[config.mk]
export PLATFORM = sky130hd
export DESIGN_NAME = dual_bank_flash_ctrl
export DESIGN_NICKNAME = d
export VERILOG_FILES = /design/src/rtl/flash_ctrl_pkg.sv /design/src/rtl/flash_wake_timer.sv /design/src/rtl/flash_bank_fsm.sv /design/src/rtl/dual_bank_flash_ctrl.sv
export SDC_FILE = /design/constraint.sdc
export NUM_CORES = 1
export LEC_CHECK = 0
export BUFFER_PORTS_ARGS = -buffer_cell sky130_fd_sc_hd__buf_2
export CAP_MARGIN = 20
export CORE_MARGIN = 1.5
export CORE_UTILIZATION = 45
export CTS_CLUSTER_DIAMETER = 30
export DETAILED_ROUTE_END_ITERATION = 8
export HOLD_SLACK_MARGIN = 0.06
export MAX_ROUTING_LAYER = met4
export PLACE_DENSITY_LB_ADDON = 0.25
export SLEW_MARGIN = 20
export SYNTH_ARGS = -nofsm -noshare
export SYNTH_HDL_FRONTEND = slang
export SYNTH_SLANG_ARGS = --single-unit
export TNS_END_PERCENT = 100
[constraint.sdc]
create_clock -name clk -period 2.6 [get_ports clk]
set_clock_uncertainty 0.2 [all_clocks]
set_input_delay 0.13 -clock clk [delete_from_list [all_inputs] [get_ports clk]]
set_output_delay 0.13 -clock clk [all_outputs]
set_load 0.005 [all_outputs]
[src/rtl/flash_ctrl_pkg.sv]
package flash_ctrl_pkg;

  typedef enum logic [2:0] {
    MODE_READ  = 3'd0,
    MODE_IDENT = 3'd1,
    MODE_PROG  = 3'd2,
    MODE_ERASE = 3'd3,
    MODE_SUSP  = 3'd4
  } bank_mode_e;

  localparam logic [2:0] CMD_EXIT    = 3'd0;
  localparam logic [2:0] CMD_IDENT   = 3'd1;
  localparam logic [2:0] CMD_PROG    = 3'd2;
  localparam logic [2:0] CMD_ERASE   = 3'd3;
  localparam logic [2:0] CMD_SUSPEND = 3'd4;
  localparam logic [2:0] CMD_RESUME  = 3'd5;

  function automatic logic is_start(input logic [2:0] code);
    return (code == CMD_IDENT) || (code == CMD_PROG) || (code == CMD_ERASE);
  endfunction

  function automatic logic is_busy(input bank_mode_e m);
    return (m == MODE_PROG) || (m == MODE_ERASE);
  endfunction

endpackage

[src/rtl/flash_wake_timer.sv]
module flash_wake_timer #(
  parameter int WAKE_CYCLES = 8
) (
  input  logic clk,
  input  logic rst_n,
  output logic ready
);
  localparam int CW = $clog2(WAKE_CYCLES + 1);
  localparam logic [CW-1:0] LIMIT = CW'(WAKE_CYCLES);

  logic [CW-1:0] cnt_q;

  always_ff @(posedge clk or negedge rst_n) begin
    if (!rst_n)
      cnt_q <= '0;
    else if (cnt_q != LIMIT)
      cnt_q <= cnt_q + 1'b1;
  end

  assign ready = (cnt_q == LIMIT);
endmodule

[src/rtl/flash_bank_fsm.sv]
module flash_bank_fsm
  import flash_ctrl_pkg::*;
(
  input  logic       clk,
  input  logic       rst_n,
  input  logic       hit,
  input  logic [2:0] code,
  input  logic       other_idle,
  input  logic       done,
  output bank_mode_e mode,
  output logic       reject
);
  bank_mode_e mode_q, mode_d;
  logic       start;

  assign start  = hit && is_start(code);
  assign reject = start && !(mode_q == MODE_READ && other_idle);

  always_comb begin
    mode_d = mode_q;
    unique case (mode_q)
      MODE_READ:  if (start && other_idle) mode_d = bank_mode_e'(code);
      MODE_IDENT: if (hit && code == CMD_EXIT) mode_d = MODE_READ;
      MODE_PROG:  if (done) mode_d = MODE_READ;
      MODE_ERASE: begin
        if (done)                            mode_d = MODE_READ;
        else if (hit && code == CMD_SUSPEND) mode_d = MODE_SUSP;
      end
      MODE_SUSP:  if (hit && code == CMD_RESUME) mode_d = MODE_ERASE;
      default:    mode_d = MODE_READ;
    endcase
  end

  always_ff @(posedge clk or negedge rst_n) begin
    if (!rst_n) mode_q <= MODE_READ;
    else        mode_q <= mode_d;
  end

  assign mode = mode_q;
endmodule

[src/rtl/dual_bank_flash_ctrl.sv]
module dual_bank_flash_ctrl
  import flash_ctrl_pkg::*;
#(
  parameter int BANK_AW     = 2,
  parameter int SPLIT       = 2,
  parameter int WAKE_CYCLES = 8
) (
  input  logic               clk,
  input  logic               rst_n,
  input  logic               ce_n,
  input  logic               oe_n,
  input  logic               cmd_stb,
  input  logic [2:0]         cmd_code,
  input  logic [BANK_AW-1:0] bank_addr,
  input  logic [1:0]         op_done,
  output logic [2:0]         bank0_mode,
  output logic [2:0]         bank1_mode,
  output logic               cmd_err,
  output logic               data_oe,
  output logic               standby
);
  localparam logic [BANK_AW-1:0] SPLIT_ADDR = BANK_AW'(SPLIT);

  logic       ready;
  logic       cmd_live;
  logic       target;
  logic [1:0] rej;
  logic       busy;
  bank_mode_e mode [2];

  flash_wake_timer #(.WAKE_CYCLES(WAKE_CYCLES)) u_wake (
    .clk   (clk),
    .rst_n (rst_n),
    .ready (ready)
  );

  assign cmd_live = cmd_stb && !ce_n && ready;
  assign target   = (bank_addr >= SPLIT_ADDR);

  for (genvar g = 0; g < 2; g++) begin : g_bank
    flash_bank_fsm u_fsm (
      .clk        (clk),
      .rst_n      (rst_n),
      .hit        (cmd_live && (target == 1'(g))),
      .code       (cmd_code),
      .other_idle (mode[1-g] == MODE_READ),
      .done       (op_done[g]),
      .mode       (mode[g]),
      .reject     (rej[g])
    );
  end

  always_ff @(posedge clk or negedge rst_n) begin
    if (!rst_n) cmd_err <= 1'b0;
    else        cmd_err <= |rej;
  end

  assign busy       = is_busy(mode[0]) || is_busy(mode[1]);
  assign standby    = !rst_n || (ce_n && !busy);
  assign data_oe    = rst_n && !ce_n && !oe_n && ready;
  assign bank0_mode = mode[0];
  assign bank1_mode = mode[1];
endmodule

==> report_table.html, run 1 <==
<table>
<tr><th>Metric</th><th>Value</th></tr>
<tr><th colspan="2">Global routing</th></tr>
<tr><td>Number of global-route vias before repair</td><td>roughly 700</td></tr>
<tr><td>Global-route wire length before repair</td><td>a little under 3 mm</td></tr>
<tr><td>Total global routing overflow</td><td>0</td></tr>
<tr><td>Maximum number of pins on one net before global-route repair</td><td>14</td></tr>
<tr><td>Initial antenna violation count</td><td>0</td></tr>
<tr><td>Total global routing track utilization</td><td>0.2009</td></tr>
<tr><th colspan="2">Drt</th></tr>
<tr><td>Total vias in the final route</td><td>approximately 800</td></tr>
<tr><td>Metal3 WL</td><td>84 um</td></tr>
<tr><td>DR WL/cell</td><td>between 10 and 15 um</td></tr>
<tr><td>Routed wire length on met2</td><td>about 800 um</td></tr>
<tr><td>Highest routed layer</td><td>met4</td></tr>
<tr><td>Routed vias/inst</td><td>approximately 6</td></tr>
<tr><td>Final routed wirelength across all metal layers</td><td>1.730 mm</td></tr>
<tr><td>Routed length on met1</td><td>826 um</td></tr>
<tr><td>Drc violations</td><td>0</td></tr>
<tr><td>Final ANT Viol Nets</td><td>0</td></tr>
<tr><td>Initial drt markers</td><td>7</td></tr>
<tr><td>First-pass DRT Iterations</td><td>5</td></tr>
<tr><th colspan="2">STA</th></tr>
<tr><td>Achievable clock frequency</td><td>402.0 MHz</td></tr>
<tr><td>Setup violation total in the final timing report</td><td>0</td></tr>
<tr><td>Final setup TNS</td><td>0 ns</td></tr>
<tr><td>Headroom to the max-slew limit</td><td>0.6598</td></tr>
<tr><td>Pins Over Slew Limit</td><td>0</td></tr>
<tr><td>Final min period</td><td>2.488 ns</td></tr>
<tr><td>Count of final hold-check violations</td><td>0</td></tr>
<tr><td>Slew at the pin closest to its max-slew limit</td><td>0.5033 ns</td></tr>
<tr><td>Share of the clock period used by the worst path</td><td>0.9569</td></tr>
<tr><td>Setup repair after global routing missed its margin</td><td>false</td></tr>
<tr><td>Min setup slack post-route</td><td>0.1121 ns</td></tr>
<tr><th colspan="2">Place</th></tr>
<tr><td>Sum of net half-perimeters after detailed placement</td><td>1.287 mm</td></tr>
<tr><td>RD Place Congestion</td><td>0.8603</td></tr>
<tr><td>Placed Cells</td><td>between 100 and 150</td></tr>
<tr><td>Number of buffers inserted by port buffering</td><td>19</td></tr>
<tr><td>Post-placement worst setup slack</td><td>0.4586 ns</td></tr>
<tr><th colspan="2">Outcome</th></tr>
<tr><td>Run status</td><td>completed</td></tr>
<tr><th colspan="2">Setup path</th></tr>
<tr><td>Startpoint type of the worst setup path</td><td>flop</td></tr>
<tr><td>Register-to-register setup slack</td><td>0.11 ns</td></tr>
<tr><td>Maximum cell stage delay along the critical path</td><td>~0.55 ns</td></tr>
<tr><td>Critical path arrival</td><td>2.49 ns</td></tr>
<tr><td>WP data required</td><td>around 2.6 ns</td></tr>
<tr><td>Reg-to-reg critical path endpoint</td><td>g_bank[1].u_fsm.mode[1]</td></tr>
<tr><td>Kind of critical path</td><td>flop to flop</td></tr>
<tr><td>Cell with the biggest individual delay on the critical path</td><td>sky130_fd_sc_hd__dlygate4sd3_1</td></tr>
<tr><td>Reg2Reg Depth</td><td>6</td></tr>
<tr><td>Critical path, cell by cell</td><td>or3_4 &gt; or3_4 &gt; a211oi_4 &gt; a21oi_1 &gt; o21ai_1 &gt; dlygate4sd3_1</td></tr>
<tr><td>Sort of element at the end of the critical path</td><td>flop</td></tr>
<tr><td>Cell repeated most along the worst path</td><td>sky130_fd_sc_hd__or3_4</td></tr>
<tr><td>Startpoint of the most critical register-to-register path</td><td>g_bank[0].u_fsm.mode[1]</td></tr>
<tr><td>Crit path launch</td><td>g_bank[0].u_fsm.mode[1]</td></tr>
<tr><td>Crit Path Max Fanout</td><td>10</td></tr>
<tr><th colspan="2">Power and ir drop</th></tr>
<tr><td>Maximum ir drop on the vdd rail</td><td>0.5177 mV</td></tr>
<tr><td>Leakage</td><td>between 0.4 and 0.5 nW</td></tr>
<tr><td>Power per cell area</td><td>737.0 nW/um^2</td></tr>
<tr><th colspan="2">Synthesis</th></tr>
<tr><td>Count of synthesis-stage warnings from yosys</td><td>0</td></tr>
<tr><td>Syn Std Cell Area</td><td>789.5 sq um</td></tr>
<tr><td>Number of unique standard cell types used by synthesis</td><td>42</td></tr>
<tr><td>Total of flip-flops plus latches after synthesis</td><td>11</td></tr>
<tr><td>Net Count, Synth</td><td>a little over 100</td></tr>
<tr><td>Mean instance size in the synthesized netlist</td><td>9.075 sq um</td></tr>
<tr><td>Count of mapped cells out of synthesis</td><td>87</td></tr>
<tr><td>Share of the yosys chip area belonging to registers</td><td>0.3487</td></tr>
<tr><th colspan="2">Floorplan</th></tr>
<tr><td>Height of the chip</td><td>~45 um</td></tr>
<tr><td>Starting Density</td><td>0.5008</td></tr>
<tr><td>Number of placement rows</td><td>14</td></tr>
<tr><td>Overall die area</td><td>about 2000 sq um</td></tr>
<tr><td>Standard cell core area</td><td>1577 sq um</td></tr>
<tr><td>Horizontal die dimension</td><td>44.89 um</td></tr>
<tr><td>Top-Level Pins</td><td>21</td></tr>
<tr><th colspan="2">Finish</th></tr>
<tr><td>Layout area overhead</td><td>25.20%</td></tr>
<tr><td>Post-layout instance count excluding filler cells</td><td>130</td></tr>
<tr><td>Most frequent standard cell in the layout excluding fill and tap cells</td><td>sky130_fd_sc_hd__buf_2</td></tr>
<tr><td>Final layout net count</td><td>between 100 and 150</td></tr>
<tr><td># diodes</td><td>0</td></tr>
<tr><td>Share of post-route cells with drive strength above 1</td><td>0.2719</td></tr>
<tr><td>Number of fill cells in the layout</td><td>138</td></tr>
<tr><td>Most used cells in the layout excluding fill and tap cells</td><td>19 x sky130_fd_sc_hd__buf_2, 10 x sky130_fd_sc_hd__dfrtp_1, 8 x sky130_fd_sc_hd__nand2_1</td></tr>
<tr><th colspan="2">CTS</th></tr>
<tr><td>Number of clock sinks</td><td>11</td></tr>
<tr><td>Max clock buf depth</td><td>2</td></tr>
<tr><td>Register clock-pin slew on the reported worst setup and hold paths</td><td>0.07 ns</td></tr>
<tr><td>CTS Buf Count</td><td>3</td></tr>
<tr><td>Clock tree from TritonCTS</td><td>done</td></tr>
<tr><td>CTS H-tree lvls</td><td>1</td></tr>
<tr><td>Root Buffer Master</td><td>sky130_fd_sc_hd__clkbuf_4</td></tr>
<tr><td>Clock latency on the worst-skew pair</td><td>0.26 ns</td></tr>
<tr><th colspan="2">Job</th></tr>
<tr><td>Max Cap Viol</td><td>0</td></tr>
<tr><th colspan="2">Hold path</th></tr>
<tr><td>HP Class</td><td>input port to async pin</td></tr>
</table>
stage by stage:
| stage | utilization | cell area, sq um | total power [mW] | hold WS [ns] |
|---|---|---|---|---|
| final | 0.6270 | 988.4 | 0.7285 | 0.05950 |
| after global routing | 0.6270 | 988.4 | 0.7884 | 0.09892 |
| after CTS | 0.6214 | 979.7 | 0.7328 | 0.06454 |
| after detailed placement | 0.5595 | 882.1 | 0.5967 | -0.1806 |
| after global placement | 0.5595 | 882.1 | 0.5891 | -0.1866 |
| after floorplan | - | 789.5 | 0.5077 | -0.3656 |
critical path, delay by kind of cell, from the launching register on:
family | cells | cell delay, ns
AOI/OAI and AO/OA | 3 | 0.45
and+or+nand+nor | 2 | 0.76
DFF | 1 | 0.47
buffers and inverters | 1 | 0.55
routing by layer:
layer  up-vias  GRT usage
met5         -          -
met4         0     0.1176
met3         2    0.01200
met2        29     0.3014
met1       373     0.2684
li1        374          -
where the power goes:
part / total, mW / switching, mW / internal [mW]
registers: 0.294 / 0.0859 / 0.208
clock network: 0.113 / 0.0558 / 0.0568
logic: 0.322 / 0.144 / 0.177
registers in the layout, summed over array words and instances (netlist names):
| name | flops |
|---|---|
| cmd_err | 1 |
| g_bank.u_fsm.mode | 6 |
| u_wake.cnt_q | 4 |
layout make-up:
| type | instances | area (sq um) | share of cell area |
|---|---|---|---|
| Timing Repair Buffer | 28 | 180.2 | 0.1823 |
| Clock buffer | 3 | 22.52 | 0.02278 |
| Multi-Input combinational cell | 68 | 473.0 | 0.4785 |
| Clock inverter | 1 | 5.005 | 0.005063 |
| Inverter | 3 | 11.26 | 0.01139 |
| Tap cell | 16 | 20.02 | 0.02025 |
| Sequential cell | 11 | 276.5 | 0.2797 |
cell usage after synthesis:
library cell                number  share of area
sky130_fd_sc_hd__o22ai_1         1         0.0079
sky130_fd_sc_hd__clkbuf_1        1         0.0047
sky130_fd_sc_hd__nor2b_1         3          0.024
sky130_fd_sc_hd__mux2i_1         1          0.013
sky130_fd_sc_hd__a211oi_1        1         0.0095
sky130_fd_sc_hd__o21ai_0         1         0.0063
sky130_fd_sc_hd__o31ai_1         1         0.0095
sky130_fd_sc_hd__nor3_1          3          0.019
sky130_fd_sc_hd__nor4b_1         2          0.022
sky130_fd_sc_hd__and2_1          1         0.0079
sky130_fd_sc_hd__o31ai_2         1          0.016
sky130_fd_sc_hd__o211ai_1        1         0.0095
sky130_fd_sc_hd__xnor2_1         2          0.022
sky130_fd_sc_hd__or3_4           2          0.029
sky130_fd_sc_hd__dfrtp_1        11           0.35
sky130_fd_sc_hd__a211o_1         1          0.011
sky130_fd_sc_hd__clkbuf_2        1         0.0063
sky130_fd_sc_hd__or2b_1          1         0.0095
sky130_fd_sc_hd__o2bb2ai_1       1          0.011
sky130_fd_sc_hd__and3_1          1         0.0079
sky130_fd_sc_hd__ha_1            2          0.032
sky130_fd_sc_hd__o21ai_2         1          0.011
sky130_fd_sc_hd__o41ai_1         1          0.011
sky130_fd_sc_hd__nand4_1         1         0.0079
sky130_fd_sc_hd__a41oi_1         1          0.011
sky130_fd_sc_hd__o21ai_1         2          0.013
sky130_fd_sc_hd__nor2_1          5          0.024
sky130_fd_sc_hd__a21oi_1         4          0.025
sky130_fd_sc_hd__nor3b_1         2          0.019
sky130_fd_sc_hd__mux2_1          1          0.014
sky130_fd_sc_hd__o311ai_0        1          0.011
sky130_fd_sc_hd__and3b_1         2          0.022
sky130_fd_sc_hd__inv_1           3          0.014
sky130_fd_sc_hd__o21a_1          1         0.0095
sky130_fd_sc_hd__o211a_1         2          0.025
sky130_fd_sc_hd__nand2b_1        3          0.024
sky130_fd_sc_hd__nand3_1         4          0.025
sky130_fd_sc_hd__nor4_1          2          0.016
sky130_fd_sc_hd__a211oi_4        1          0.025
sky130_fd_sc_hd__buf_2           2          0.013
sky130_fd_sc_hd__buf_6           1          0.014
sky130_fd_sc_hd__nand2_1         8          0.038
cell families (layout without fill, tap and decap cells):
logic type / count (synthesis) / after routing / share of synthesized area
adders and majority gates: 2 / 2 / 0.03169
DFF: 11 / 11 / 0.3486
buffers and inverters: 8 / 35 / 0.05229
AOI/OAI and AO/OA: 22 / 22 / 0.2235
muxes: 2 / 2 / 0.02694
xor gates and xnor gates: 2 / 2 / 0.02219
and+or+nand+nor: 40 / 40 / 0.2948
worst max-delay path by stage:
stage / to / slack [ns]
2_1_floorplan: g_bank[0].u_fsm.mode[2] / 0.59
3_3_place_gp: g_bank[0].u_fsm.mode[2] / 0.50
3_5_place_dp: g_bank[0].u_fsm.mode[2] / 0.46
4_1_cts: g_bank[1].u_fsm.mode[1] / 0.03
5_1_grt: g_bank[1].u_fsm.mode[1] / 0.0003
6_report: g_bank[1].u_fsm.mode[1] / 0.11
timing repair:
item | 4_1_cts | 5_1_grt
setup endpoints to repair | 0 | 1
hold buffers | 7 | 0
buffers inserted | 0 | 1
gates resized for setup | 0 | 1
endpoints found under the hold margin | 16 | 0
Power figures use the tool's default switching activity.
==> run 2, diff against run 1 <==
==> constraint.sdc (replaced) <==
create_clock -name clk -period 2.9 [get_ports clk]
set_clock_uncertainty 0.2 [all_clocks]
set_input_delay 0.145 -clock clk [delete_from_list [all_inputs] [get_ports clk]]
set_output_delay 0.145 -clock clk [all_outputs]
set_load 0.005 [all_outputs]
==> run 2 against run 1 <==
- hold slack better by 0.013 ns
- cell count decreased by 3.1%
- clock-buffer cell count up 1
- register-to-register slack better by 0.56 ns
- clock power is 14% lower
- via count fell by 7.7%
- first-iteration DRC count increased by 100%
==> report_table.html, run 2 (synthesized netlist as in run 1, its figures left out) <==
<table>
<tr><th>Metric</th><th>Value</th></tr>
<tr><th colspan="2">Power and ir drop</th></tr>
<tr><td>Leakage</td><td>0.4501 nW (was 0.4737 nW)</td></tr>
<tr><td>Power per cell area</td><td>669.7 nW/um^2 (was 737.0 nW/um^2)</td></tr>
<tr><td>Part of the total power dissipated in sequential elements</td><td>0.412 (was 0.404)</td></tr>
<tr><td>Design internal power</td><td>0.3858 mW (was 0.4425 mW)</td></tr>
<tr><td>Maximum ir drop on the vdd rail</td><td>0.4073 mV (was 0.5177 mV)</td></tr>
<tr><td>Switching power as a share of total power</td><td>0.3942 (was 0.3926)</td></tr>
<tr><td>Clock share of power</td><td>0.153 (was 0.155)</td></tr>
<tr><td>Comb pwr share</td><td>0.435 (was 0.441)</td></tr>
<tr><td>Power spent charging and discharging nets</td><td>0.2510 mW (was 0.2860 mW)</td></tr>
<tr><th colspan="2">Finish</th></tr>
<tr><td>Finished layout cell area</td><td>950.9 sq um (was 988.4 sq um)</td></tr>
<tr><td>Max FFs per register</td><td>6 (unchanged)</td></tr>
<tr><td>Final layout net count</td><td>125 (was 129)</td></tr>
<tr><td>Most frequent standard cell in the layout excluding fill and tap cells</td><td>sky130_fd_sc_hd__buf_2 (unchanged)</td></tr>
<tr><td>Most used cells in the layout excluding fill and tap cells</td><td>19 x sky130_fd_sc_hd__buf_2, 11 x sky130_fd_sc_hd__dfrtp_1, 8 x sky130_fd_sc_hd__nand2_1 (was 19 x sky130_fd_sc_hd__buf_2, 10 x sky130_fd_sc_hd__dfrtp_1, 8 x sky130_fd_sc_hd__nand2_1)</td></tr>
<tr><td>Share of post-route cells with drive strength above 1</td><td>0.2455 (was 0.2719)</td></tr>
<tr><td>Utilization after layout</td><td>0.6032 (was 0.6270)</td></tr>
<tr><td>Layout area overhead</td><td>20.44% (was 25.20%)</td></tr>
<tr><td>Number of fill cells in the layout</td><td>154 (was 138)</td></tr>
<tr><td># diodes</td><td>0 (unchanged)</td></tr>
<tr><th colspan="2">Setup path</th></tr>
<tr><td>Crit Path Max Fanout</td><td>9 (was 10)</td></tr>
<tr><td>WP data required</td><td>2.83 ns (was 2.60 ns)</td></tr>
<tr><td>Kind of critical path</td><td>flop to flop (unchanged)</td></tr>
<tr><td>Critical path arrival</td><td>2.15 ns (was 2.49 ns)</td></tr>
<tr><td>Critical path, cell by cell</td><td>inv_1 &gt; ha_1 &gt; and3b_1 &gt; a41oi_1 &gt; nor2b_1 &gt; nor4b_1 &gt; o41ai_1 (was or3_4 &gt; or3_4 &gt; a211oi_4 &gt; a21oi_1 &gt; o21ai_1 &gt; dlygate4sd3_1)</td></tr>
<tr><td>Cell with the biggest individual delay on the critical path</td><td>sky130_fd_sc_hd__nor4b_1 (was sky130_fd_sc_hd__dlygate4sd3_1)</td></tr>
<tr><td>Startpoint type of the worst setup path</td><td>flop (unchanged)</td></tr>
<tr><td>Sort of element at the end of the critical path</td><td>flop (unchanged)</td></tr>
<tr><td>Largest delay contributor family on the critical path</td><td>simple AND/OR/NAND/NOR gates (unchanged)</td></tr>
<tr><td>Crit path launch</td><td>u_wake.cnt_q[0] (was g_bank[0].u_fsm.mode[1])</td></tr>
<tr><td>Number of buffer and inverter stages on the critical path</td><td>1 (unchanged)</td></tr>
<tr><td>Maximum cell stage delay along the critical path</td><td>0.47 ns (was 0.55 ns)</td></tr>
<tr><td>Startpoint of the most critical register-to-register path</td><td>u_wake.cnt_q[0] (was g_bank[0].u_fsm.mode[1])</td></tr>
<tr><th colspan="2">Floorplan</th></tr>
<tr><td>Height of the chip</td><td>44.89 um (unchanged)</td></tr>
<tr><td>Overall die area</td><td>2015 sq um (unchanged)</td></tr>
<tr><td>Horizontal die dimension</td><td>44.89 um (unchanged)</td></tr>
<tr><td>Number of placement rows</td><td>14 (unchanged)</td></tr>
<tr><td>Top-Level Pins</td><td>21 (unchanged)</td></tr>
<tr><td>Standard cell core area</td><td>1577 sq um (unchanged)</td></tr>
<tr><td>Starting Density</td><td>0.5008 (unchanged)</td></tr>
<tr><th colspan="2">CTS</th></tr>
<tr><td>Clock latency on the worst-skew pair</td><td>0.26 ns (about the same)</td></tr>
<tr><td>CTS Buf Count</td><td>3 (unchanged)</td></tr>
<tr><td>CTS H-tree lvls</td><td>1 (unchanged)</td></tr>
<tr><td>Number of clock sinks</td><td>11 (unchanged)</td></tr>
<tr><td>Clock tree from TritonCTS</td><td>done (unchanged)</td></tr>
<tr><td>Gates resized, CTS repair</td><td>0 (unchanged)</td></tr>
<tr><td>Root Buffer Master</td><td>sky130_fd_sc_hd__clkbuf_4 (unchanged)</td></tr>
<tr><td>Total setup buffers inserted after CTS</td><td>0 (unchanged)</td></tr>
<tr><td>Max clock buf depth</td><td>2 (unchanged)</td></tr>
<tr><td>Register clock-pin slew on the reported worst setup and hold paths</td><td>0.06 ns (was 0.07 ns)</td></tr>
<tr><th colspan="2">STA</th></tr>
<tr><td>Share of the clock period used by the worst path</td><td>0.7688 (was 0.9569)</td></tr>
<tr><td>Achievable clock frequency</td><td>448.5 MHz (was 402.0 MHz)</td></tr>
<tr><td>Count of final hold-check violations</td><td>0 (unchanged)</td></tr>
<tr><td>Pins Over Slew Limit</td><td>0 (unchanged)</td></tr>
<tr><td>Setup repair after global routing missed its margin</td><td>false (unchanged)</td></tr>
<tr><td>Slew at the pin closest to its max-slew limit</td><td>0.4849 ns (was 0.5033 ns)</td></tr>
<tr><td>Setup violation total in the final timing report</td><td>0 (unchanged)</td></tr>
<tr><td>Final min period</td><td>2.230 ns (was 2.488 ns)</td></tr>
<tr><td>Headroom to the max-slew limit</td><td>0.6722 (was 0.6598)</td></tr>
<tr><td>Final setup TNS</td><td>0 ns (unchanged)</td></tr>
<tr><th colspan="2">Drt</th></tr>
<tr><td>Final routed wirelength across all metal layers</td><td>1.678 mm (was 1.730 mm)</td></tr>
<tr><td>DR WL/cell</td><td>13.32 um (was 13.31 um)</td></tr>
<tr><td>First-pass DRT Iterations</td><td>4 (was 5)</td></tr>
<tr><td>Final ANT Viol Nets</td><td>0 (unchanged)</td></tr>
<tr><td>Drc violations</td><td>0 (unchanged)</td></tr>
<tr><td>Routed vias/inst</td><td>5.698 (was 5.985)</td></tr>
<tr><td>Initial drt markers</td><td>14 (was 7)</td></tr>
<tr><td>Total vias in the final route</td><td>718 (was 778)</td></tr>
<tr><th colspan="2">Global routing</th></tr>
<tr><td>Number of global-route vias before repair</td><td>653 (was 706)</td></tr>
<tr><td>Total global routing overflow</td><td>0 (unchanged)</td></tr>
<tr><td>Global-route wire length before repair</td><td>2.732 mm (was 2.911 mm)</td></tr>
<tr><td>Total global routing track utilization</td><td>0.1921 (was 0.2009)</td></tr>
<tr><td>Maximum number of pins on one net before global-route repair</td><td>14 (unchanged)</td></tr>
<tr><td>Initial antenna violation count</td><td>0 (unchanged)</td></tr>
<tr><th colspan="2">Outcome</th></tr>
<tr><td>Run status</td><td>completed (unchanged)</td></tr>
<tr><th colspan="2">Place</th></tr>
<tr><td>RD Place Congestion</td><td>0.8697 (was 0.8603)</td></tr>
<tr><td>Sum of net half-perimeters after detailed placement</td><td>1.269 mm (was 1.287 mm)</td></tr>
<tr><td>DP Area</td><td>874.6 sq um (was 882.1 sq um)</td></tr>
<tr><td>Number of buffers inserted by port buffering</td><td>19 (unchanged)</td></tr>
<tr><th colspan="2">Job</th></tr>
<tr><td>Max Cap Viol</td><td>0 (unchanged)</td></tr>
<tr><th colspan="2">Hold path</th></tr>
<tr><td>HP Class</td><td>input port to flop (was input port to async pin)</td></tr>
<tr><td>Startpoint of the worst hold path</td><td>op_done[0]</td></tr>
</table>
[run 2: cell types whose count changed in the layout (fill, tap and decap cells not counted), sizes merged]
| cell | change |
|---|---|
| buf | -2 |
| clkbuf | +1 |
| clkinv | -1 |
| dlygate4sd3 | -2 |
[run 2: power groups by stage]
stage	Clock (mW)	Combinational (mW)	Sequential, mW
finish	0.0975	0.277	0.263
global route	0.111	0.309	0.272
CTS	0.102	0.278	0.260
detailed placement	0	0.272	0.263
global placement	0	0.264	0.263
floorplan	0	0.227	0.228
[run 2: worst min-delay path, cell delays in order]
cell                      delay (ns)
sky130_fd_sc_hd__buf_2          0.11
sky130_fd_sc_hd__nor2_1         0.05
sky130_fd_sc_hd__a21oi_1        0.10
sky130_fd_sc_hd__o41ai_1        0.08
[run 2: stage by stage]
stage                     worst slack, ns  power (mW)  cells  hold WS, ns
final                              0.6704      0.6368    126      0.07286
after global routing               0.4877      0.6919    126      0.07903
after CTS                          0.6882      0.6395    126      0.06330
after detailed placement           0.7036      0.5350    117      -0.1661
after global placement             0.6905      0.5277    117      -0.1709
after floorplan                    0.8869      0.4552     87      -0.3506
[run 2: routing by layer]
layer	vias to the layer above	part of all wire	global-route usage
li1	369	-	-
met4	0	0.018	0.1000
met1	323	0.50	0.2449
met5	-	0	-
met3	4	0.033	0.01600
met2	22	0.45	0.3043
[run 2: repair_timing]
action / 4_1_cts / 5_1_grt
setup endpoints to repair: 0 / 0
hold buffers: 5 / 0
hold endpoints to repair: 16 / 0
[run 2: worst paths after layout]
check / to / slack (ns) / depth (start not counted)
hold reg to reg: u_wake.cnt_q[3] / 0.30 / 1
setup reg to reg: g_bank[0].u_fsm.mode[2] / 0.67 / 7
min in group asynchronous: cmd_err / 0.09 / 2
setup / recovery: g_bank[0].u_fsm.mode[2] / 0.67 / 7
hold / removal: g_bank[0].u_fsm.mode[2] / 0.07 / 4
max in group asynchronous: u_wake.cnt_q[1] / 2.20 / 2
[run 2: cell type report]
type                            instances  area (sq um)  area share
Tap cell                               16         20.02     0.02105
Inverter                                3         11.26     0.01184
Timing Repair Buffer                   24         145.1      0.1526
Clock buffer                            4         26.28     0.02763
Multi-Input combinational cell         68         473.0      0.4974
Sequential cell                        11         275.3      0.2895
